--- src/rtl/rlog_pkg.sv ---
package rlog_pkg;

    parameter int SEQ_W  = 8;
    parameter int AREG_W = 4;
    parameter int PREG_W = 6;

    typedef logic [SEQ_W-1:0]  seq_t;
    typedef logic [AREG_W-1:0] areg_t;
    typedef logic [PREG_W-1:0] preg_t;

    typedef struct packed {
        seq_t  seq;
        areg_t areg;
        preg_t fresh;
        preg_t displaced;
        logic  marker;
    } rlog_entry_t;

    typedef enum logic [1:0] {
        WALK_IDLE,
        WALK_UNDO,
        WALK_RETIRE
    } walk_e;

    // Unsigned age comparison: a is younger than b.
    function automatic logic younger(input seq_t a, input seq_t b);
        return a > b;
    endfunction

endpackage

--- src/rtl/rlog_store.sv ---
module rlog_store
    import rlog_pkg::*;
#(
    parameter int DEPTH = 8,
    localparam int PTR_W = $clog2(DEPTH)
) (
    input  logic              clk,
    input  logic              wr_en,
    input  logic [PTR_W-1:0]  wr_idx,
    input  rlog_entry_t       wr_data,
    input  logic [PTR_W-1:0]  old_idx,
    input  logic [PTR_W-1:0]  young_idx,
    output rlog_entry_t       old_entry,
    output rlog_entry_t       young_entry
);

    rlog_entry_t slot [DEPTH];

    for (genvar g = 0; g < DEPTH; g++) begin : g_slot
        always_ff @(posedge clk) begin
            if (wr_en && wr_idx == PTR_W'(g)) begin
                slot[g] <= wr_data;
            end
        end
    end

    assign old_entry   = slot[old_idx];
    assign young_entry = slot[young_idx];

endmodule

--- src/rtl/rlog_ptrs.sv ---
module rlog_ptrs #(
    parameter int DEPTH = 8,
    localparam int PTR_W = $clog2(DEPTH),
    localparam int OCC_W = PTR_W + 1
) (
    input  logic             clk,
    input  logic             rst,
    input  logic             push_fire,
    input  logic             pop_old,
    input  logic             pop_young,
    output logic [PTR_W-1:0] head,
    output logic [PTR_W-1:0] tail,
    output logic [PTR_W-1:0] young_idx,
    output logic [OCC_W-1:0] occ,
    output logic             full,
    output logic             empty
);

    always_ff @(posedge clk) begin
        if (rst) begin
            head <= '0;
            tail <= '0;
            occ  <= '0;
        end else if (push_fire) begin
            tail <= tail + 1'b1;
            occ  <= occ + 1'b1;
        end else if (pop_old) begin
            head <= head + 1'b1;
            occ  <= occ - 1'b1;
        end else if (pop_young) begin
            tail <= tail - 1'b1;
            occ  <= occ - 1'b1;
        end
    end

    assign young_idx = tail - 1'b1;
    assign full      = (occ == OCC_W'(DEPTH));
    assign empty     = (occ == '0);

endmodule

--- src/rtl/rlog_walk.sv ---
module rlog_walk
    import rlog_pkg::*;
(
    input  logic        clk,
    input  logic        rst,
    input  logic        squash_req,
    input  seq_t        squash_seq,
    input  logic        commit_req,
    input  seq_t        commit_seq,
    input  logic        empty,
    input  rlog_entry_t old_entry,
    input  rlog_entry_t young_entry,
    output logic        busy,
    output logic        pop_old,
    output logic        pop_young,
    output logic        restore_valid,
    output areg_t       restore_areg,
    output preg_t       restore_preg,
    output logic        free_valid,
    output preg_t       free_preg
);

    walk_e state;
    seq_t  limit;

    always_comb begin
        pop_young = (state == WALK_UNDO)   && !empty && younger(young_entry.seq, limit);
        pop_old   = (state == WALK_RETIRE) && !empty && !younger(old_entry.seq, limit);
        busy      = (state != WALK_IDLE);

        restore_valid = pop_young && !young_entry.marker;
        restore_areg  = young_entry.areg;
        restore_preg  = young_entry.displaced;
        free_valid    = (pop_young && !young_entry.marker) ||
                        (pop_old && !old_entry.marker);
        free_preg     = pop_young ? young_entry.fresh : old_entry.displaced;
    end

    always_ff @(posedge clk) begin
        if (rst) begin
            state <= WALK_IDLE;
            limit <= '0;
        end else begin
            unique case (state)
                WALK_IDLE: begin
                    if (squash_req) begin
                        state <= WALK_UNDO;
                        limit <= squash_seq;
                    end else if (commit_req) begin
                        state <= WALK_RETIRE;
                        limit <= commit_seq;
                    end
                end
                WALK_UNDO:   if (!pop_young) state <= WALK_IDLE;
                WALK_RETIRE: if (!pop_old)   state <= WALK_IDLE;
                default:     state <= WALK_IDLE;
            endcase
        end
    end

endmodule

--- src/rtl/rename_log.sv ---
module rename_log
    import rlog_pkg::*;
#(
    parameter int DEPTH = 8,
    localparam int PTR_W = $clog2(DEPTH),
    localparam int OCC_W = PTR_W + 1
) (
    input  logic              clk,
    input  logic              rst,
    input  logic              push_valid,
    input  logic              push_has_dst,
    input  logic [SEQ_W-1:0]  push_seq,
    input  logic [AREG_W-1:0] push_areg,
    input  logic [PREG_W-1:0] push_new_preg,
    input  logic [PREG_W-1:0] push_old_preg,
    output logic              push_ready,
    input  logic              squash_req,
    input  logic [SEQ_W-1:0]  squash_seq,
    input  logic              commit_req,
    input  logic [SEQ_W-1:0]  commit_seq,
    output logic              busy,
    output logic              restore_valid,
    output logic [AREG_W-1:0] restore_areg,
    output logic [PREG_W-1:0] restore_preg,
    output logic              free_valid,
    output logic [PREG_W-1:0] free_preg
);

    logic [PTR_W-1:0] head, tail, young_idx;
    logic [OCC_W-1:0] occ;
    logic             full, empty, push_fire, pop_old, pop_young;
    rlog_entry_t      new_entry, old_entry, young_entry;

    assign push_ready = !full && !busy && !squash_req && !commit_req;
    assign push_fire  = push_valid && push_ready;

    always_comb begin
        new_entry.seq       = push_seq;
        new_entry.marker    = !push_has_dst;
        new_entry.areg      = push_has_dst ? push_areg     : '0;
        new_entry.fresh     = push_has_dst ? push_new_preg : '0;
        new_entry.displaced = push_has_dst ? push_old_preg : '0;
    end

    rlog_ptrs #(.DEPTH(DEPTH)) u_ptrs (
        .clk(clk), .rst(rst), .push_fire(push_fire), .pop_old(pop_old),
        .pop_young(pop_young), .head(head), .tail(tail), .young_idx(young_idx),
        .occ(occ), .full(full), .empty(empty)
    );

    rlog_store #(.DEPTH(DEPTH)) u_store (
        .clk(clk), .wr_en(push_fire), .wr_idx(tail), .wr_data(new_entry),
        .old_idx(head), .young_idx(young_idx),
        .old_entry(old_entry), .young_entry(young_entry)
    );

    rlog_walk u_walk (
        .clk(clk), .rst(rst), .squash_req(squash_req), .squash_seq(squash_seq),
        .commit_req(commit_req), .commit_seq(commit_seq), .empty(empty),
        .old_entry(old_entry), .young_entry(young_entry), .busy(busy),
        .pop_old(pop_old), .pop_young(pop_young),
        .restore_valid(restore_valid), .restore_areg(restore_areg),
        .restore_preg(restore_preg), .free_valid(free_valid), .free_preg(free_preg)
    );

endmodule

--- config.mk ---
export PLATFORM = sky130hd
export DESIGN_NAME = rename_log
export DESIGN_NICKNAME = d
export VERILOG_FILES = /design/src/rtl/rlog_pkg.sv /design/src/rtl/rlog_store.sv /design/src/rtl/rlog_ptrs.sv /design/src/rtl/rlog_walk.sv /design/src/rtl/rename_log.sv
export SDC_FILE = /design/constraint.sdc
export NUM_CORES = 1
export LEC_CHECK = 0
export ABC_AREA = 1
export BUFFER_PORTS_ARGS = -buffer_cell sky130_fd_sc_hd__buf_2
export CAP_MARGIN = 0
export CORE_UTILIZATION = 45
export CTS_CLUSTER_DIAMETER = 40
export DETAILED_ROUTE_END_ITERATION = 7
export GPL_ROUTABILITY_DRIVEN = 0
export GPL_TIMING_DRIVEN = 1
export SLEW_MARGIN = 0
export SYNTH_ARGS = -nofsm -noshare
export SYNTH_HDL_FRONTEND = slang
export SYNTH_HIERARCHICAL = 1
export SYNTH_SLANG_ARGS = --single-unit
--- constraint.sdc ---
create_clock -name clk -period 3.7 [get_ports clk]
set_clock_uncertainty 0.1 [all_clocks]
set_input_delay 0.37 -clock clk [delete_from_list [all_inputs] [get_ports clk]]
set_output_delay 0.37 -clock clk [all_outputs]
set_load 0.005 [all_outputs]
==> insert_results.sql <==
INSERT INTO impl_metrics (metric_group, metric, value, unit) VALUES
('cells_and_area', 'nets', '1601', ''),
('min_path', 'hold_class', 'in -> reg', ''),
('cells_and_area', 'final-instance-count-excl-fill', '1895', ''),
('worst_setup_path', 'worstPathMaxFanout', '6', ''),
('worst_setup_path', 'critical_path.n_buffers_inverters', '8', ''),
('worst_setup_path', 'crit_top_cell', 'sky130_fd_sc_hd__nand2_1', ''),
('worst_setup_path', 'r2r_setup_slack', '0.31', 'ns'),
('power_and_ir_drop', 'powerDensity', '693.0', 'nW/µm²'),
('worst_setup_path', 'critical_path.startpoint', 'u_ptrs/tail[1]', ''),
('worst_setup_path', 'critPathCapture', 'free_preg[1]', ''),
('cells_and_area', 'nFillCells', '2344', ''),
('clocking', 'cts_root_buf', 'sky130_fd_sc_hd__clkbuf_16', ''),
('sta', 'totalNegativeSetupSlack', '0', 'ns'),
('worst_setup_path', 'cell_with_the_largest_stage_delay_on_the_worst_path', 'sky130_fd_sc_hd__dfxtp_4', ''),
('clocking', 'clk_path_buf_depth', '3', ''),
('sta', 'hold_violation_total_from_the_final_report', '0', ''),
('power_and_ir_drop', 'combPwrFrac', '0.362', ''),
('flow_run', 'max_cap_viol_count', '0', ''),
('clocking', 'clock_sinks', '220', ''),
('drt', 'dr.pass1.iters', '5', ''),
('clocking', 'tritoncts_clock_tree', 'yes', ''),
('place', 'detailed_placement_wirelength_estimate', '18850', 'µm'),
('drt', 'vias_per_cell', '5.095', ''),
('synth', 'synthesized_nets', '1535', ''),
('power_and_ir_drop', 'power_share_of_the_sequential_group', '0.289', ''),
('floorplan', 'core-area', '25980', 'µm²'),
('floorplan', 'initial_core_util', '0.4586', ''),
('floorplan', 'dieWidth', '164.7', 'µm'),
('floorplan', 'fp.dieArea', '27140', 'µm²'),
('worst_setup_path', 'worst-path-stages', '22', ''),
('floorplan', 'floorplan.rows', '59', ''),
('sta', 'final_worst_path_setup_slack', '0.08165', 'ns'),
('clocking', 'cts_hold_repair.buffers', '0', ''),
('worst_setup_path', 'timing.critical_path.arrival', '3.15', 'ns'),
('worst_setup_path', 'start_kind', 'flop', ''),
('global_routing', 'gr-total-overflow', '0', ''),
('drt', 'drt_drc_violations_left', '0', ''),
('drt', 'drtIter0Drc', '807', ''),
('status', 'status', 'finished clean', ''),
('power_and_ir_drop', 'netSwitchingPower', '0.003525', 'W'),
('global_routing', 'antenna_found_initial', '0', ''),
('power_and_ir_drop', 'cellLeakagePower', '6.881', 'nW'),
('power_and_ir_drop', 'power.share.switching', '0.3541', ''),
('drt', 'antenna_violating_nets_left', '0', ''),
('sta', 'finalSetupViolations', '0', ''),
('power_and_ir_drop', 'vdd_drop_max', '0.5104', 'mV'),
('global_routing', 'grt_start_max_net_pins', '104', ''),
('worst_setup_path', 'worstReg2RegStart', 'u_ptrs/tail[1]', ''),
('power_and_ir_drop', 'p_clk_frac', '0.349', ''),
('place', 'portBuffers', '65', ''),
('worst_setup_path', 'reg2regPathDepth', '24', ''),
('worst_setup_path', 'rr_endpoint', 'u_ptrs/tail[2]', ''),
('clocking', 'worstSkewPairLatency', '0.52', 'ns'),
('drt', 'wire_per_inst', '17.30', 'µm'),
('worst_setup_path', 'crit_type', 'reg -> out', ''),
('sta', 'period_share', '0.9779', ''),
('synth', 'gate_count_after_technology_mapping', '1467', ''),
('drt', 'postRouteWirelength', '32790', 'µm'),
('sta', 'fmax', '276.4', 'MHz'),
('clocking', 'tritoncts.num_buffers', '37', ''),
('clocking', 'cts.clk_slew.worst_paths', '0.06', 'ns'),
('cells_and_area', 'flow.area_growth_from_synthesis', '20.50', '%'),
('global_routing', 'groute.usage.overall', '0.2384', ''),
('synth', 'synthesis.area_per_instance', '8.124', 'µm²'),
('worst_setup_path', 'timing.critical_path.slowest_cell_delay', '0.36', 'ns'),
('clocking', 'h-tree-depth', '2', ''),
('worst_setup_path', 'cp_data_required_time', '3.23', 'ns'),
('synth', 'yosys_warnings', '6', ''),
('floorplan', 'design.portCount', '66', ''),
('place', 'place.detailed.instances', '1808', ''),
('worst_setup_path', 'critical_path.cell_chain', 'inv_2 > ha_4 > clkinv_4 > clkinvlp_4 > buf_12 > nand3_1 > nand2_1 > nand2_1 > nand2_2 > ha_4 > nand2_1 > inv_1 > nand2_1 > nand2_1 > nand2_1 > nand2_1 > nand2_2 > buf_12 > buf_12 > nand2_1 > nand2_1 > buf_2', '');
routing by layer:
| layer | wire (µm) | global-route usage | vias up |
|---|---|---|---|
| met5 | 0 | 0 | - |
| met4 | 870 | 0.08549 | 0 |
| met2 | 15150 | 0.3845 | 392 |
| li1 | - | - | 4684 |
| met3 | 2600 | 0.04420 | 68 |
| met1 | 14160 | 0.3207 | 4511 |
flip-flops by register name (all words and copies together) (netlist names):
signal and count:
u_ptrs/occ 4, u_ptrs/head 3, u_walk/state 2, u_store/slot 200
u_ptrs/tail 3, u_walk/limit 8
per-stage QoR:
stage	util	area, µm²	hold WS (ns)	power (W)
finish	0.5527	14360	0.01758	0.009952
global route	0.5527	14360	0.02751	0.01048
CTS	0.5307	13790	0.006250	0.009369
detailed placement	0.4807	12490	0.3918	0.005850
global placement	0.4807	12490	0.3824	0.005827
floorplan	-	11920	0.3424	0.005082
power by group through the flow:
stage	logic (W)	clock network, W	registers (W)
final	0.00360	0.00347	0.00288
after global routing	0.00396	0.00363	0.00289
after CTS	0.00296	0.00353	0.00287
after detailed placement	0.00293	0	0.00292
after global placement	0.00291	0	0.00292
after floorplan	0.00217	0	0.00291
worst register-to-register path, stage by stage, from the launching register on:
cell	delay, ns
sky130_fd_sc_hd__dfxtp_4	0.36
sky130_fd_sc_hd__inv_2	0.05
sky130_fd_sc_hd__ha_4	0.24
sky130_fd_sc_hd__clkinv_4	0.06
sky130_fd_sc_hd__clkinvlp_4	0.19
sky130_fd_sc_hd__buf_12	0.21
sky130_fd_sc_hd__nand3_2	0.08
sky130_fd_sc_hd__nand2_2	0.06
sky130_fd_sc_hd__nand2_1	0.08
sky130_fd_sc_hd__nand2_2	0.08
sky130_fd_sc_hd__ha_4	0.22
sky130_fd_sc_hd__a21oi_2	0.14
sky130_fd_sc_hd__nor2_1	0.06
sky130_fd_sc_hd__nor2_1	0.09
sky130_fd_sc_hd__nand2_1	0.08
sky130_fd_sc_hd__nand2_2	0.13
sky130_fd_sc_hd__clkinvlp_4	0.21
sky130_fd_sc_hd__buf_4	0.19
sky130_fd_sc_hd__buf_4	0.13
sky130_fd_sc_hd__a21oi_2	0.22
sky130_fd_sc_hd__inv_2	0.07
sky130_fd_sc_hd__nor2_1	0.10
sky130_fd_sc_hd__nor2_1	0.05
sky130_fd_sc_hd__nand2_1	0.07
sky130_fd_sc_hd__inv_1	0.03
worst min path at each step:
stage,from,endpoint,slack (ns),cells after the start
3_5_place_dp,u_walk/limit[4],u_walk/limit[4],0.39,2
4_1_cts,push_seq[2],u_store/slot[0][19],0.006,1
3_3_place_gp,u_walk/limit[1],u_walk/limit[1],0.38,2
2_1_floorplan,rst,u_ptrs/head[0],0.34,1
5_1_grt,push_seq[2],u_store/slot[0][19],0.03,1
6_report,push_seq[2],u_store/slot[0][19],0.02,1
layout make-up:
type,count,area [µm²],share of cell area
flip-flops and latches,220,6415,0.4467
multi-input cells,893,4252,0.2960
inverters,265,1015,0.07066
clock buffers,42,997.2,0.06944
repair buffers,116,994.7,0.06926
well taps,335,419.2,0.02919
clock inverters,24,269.0,0.01873
cells in the final DEF, fill, tap and decap left out, types with 2 or more instances in the layout:
master / instances
sky130_fd_sc_hd__a21o_1: 2
sky130_fd_sc_hd__a21oi_1: 10
sky130_fd_sc_hd__a21oi_2: 4
sky130_fd_sc_hd__a311oi_1: 6
sky130_fd_sc_hd__a311oi_2: 2
sky130_fd_sc_hd__buf_12: 12
sky130_fd_sc_hd__buf_2: 65
sky130_fd_sc_hd__buf_4: 29
sky130_fd_sc_hd__buf_6: 3
sky130_fd_sc_hd__bufinv_16: 4
sky130_fd_sc_hd__clkbuf_1: 2
sky130_fd_sc_hd__clkbuf_16: 45
sky130_fd_sc_hd__clkinv_1: 4
sky130_fd_sc_hd__clkinv_2: 2
sky130_fd_sc_hd__clkinv_4: 5
sky130_fd_sc_hd__clkinvlp_4: 5
sky130_fd_sc_hd__dfxtp_1: 17
sky130_fd_sc_hd__dfxtp_4: 2
sky130_fd_sc_hd__edfxtp_1: 200
sky130_fd_sc_hd__ha_1: 13
sky130_fd_sc_hd__ha_4: 8
sky130_fd_sc_hd__inv_1: 249
sky130_fd_sc_hd__inv_2: 11
sky130_fd_sc_hd__inv_6: 8
sky130_fd_sc_hd__nand2_1: 594
sky130_fd_sc_hd__nand2_2: 26
sky130_fd_sc_hd__nand3_1: 153
sky130_fd_sc_hd__nand3_2: 11
sky130_fd_sc_hd__nand3_4: 2
sky130_fd_sc_hd__nor2_1: 25
sky130_fd_sc_hd__nor2_2: 3
sky130_fd_sc_hd__nor2_4: 10
sky130_fd_sc_hd__nor3_1: 4
sky130_fd_sc_hd__o21ai_0: 2
sky130_fd_sc_hd__o21ai_1: 5
sky130_fd_sc_hd__or2_2: 2
sky130_fd_sc_hd__xor2_1: 2
repair_timing:
item                       CTS  global route
setup buffers                1            14
resized for setup            7            67
hold endpoints to repair     0             0
pin swaps                    0            37
setup endpoints to repair    7             9
gates cloned                 0             6
No activity file was read; power rests on OpenSTA's default activity.
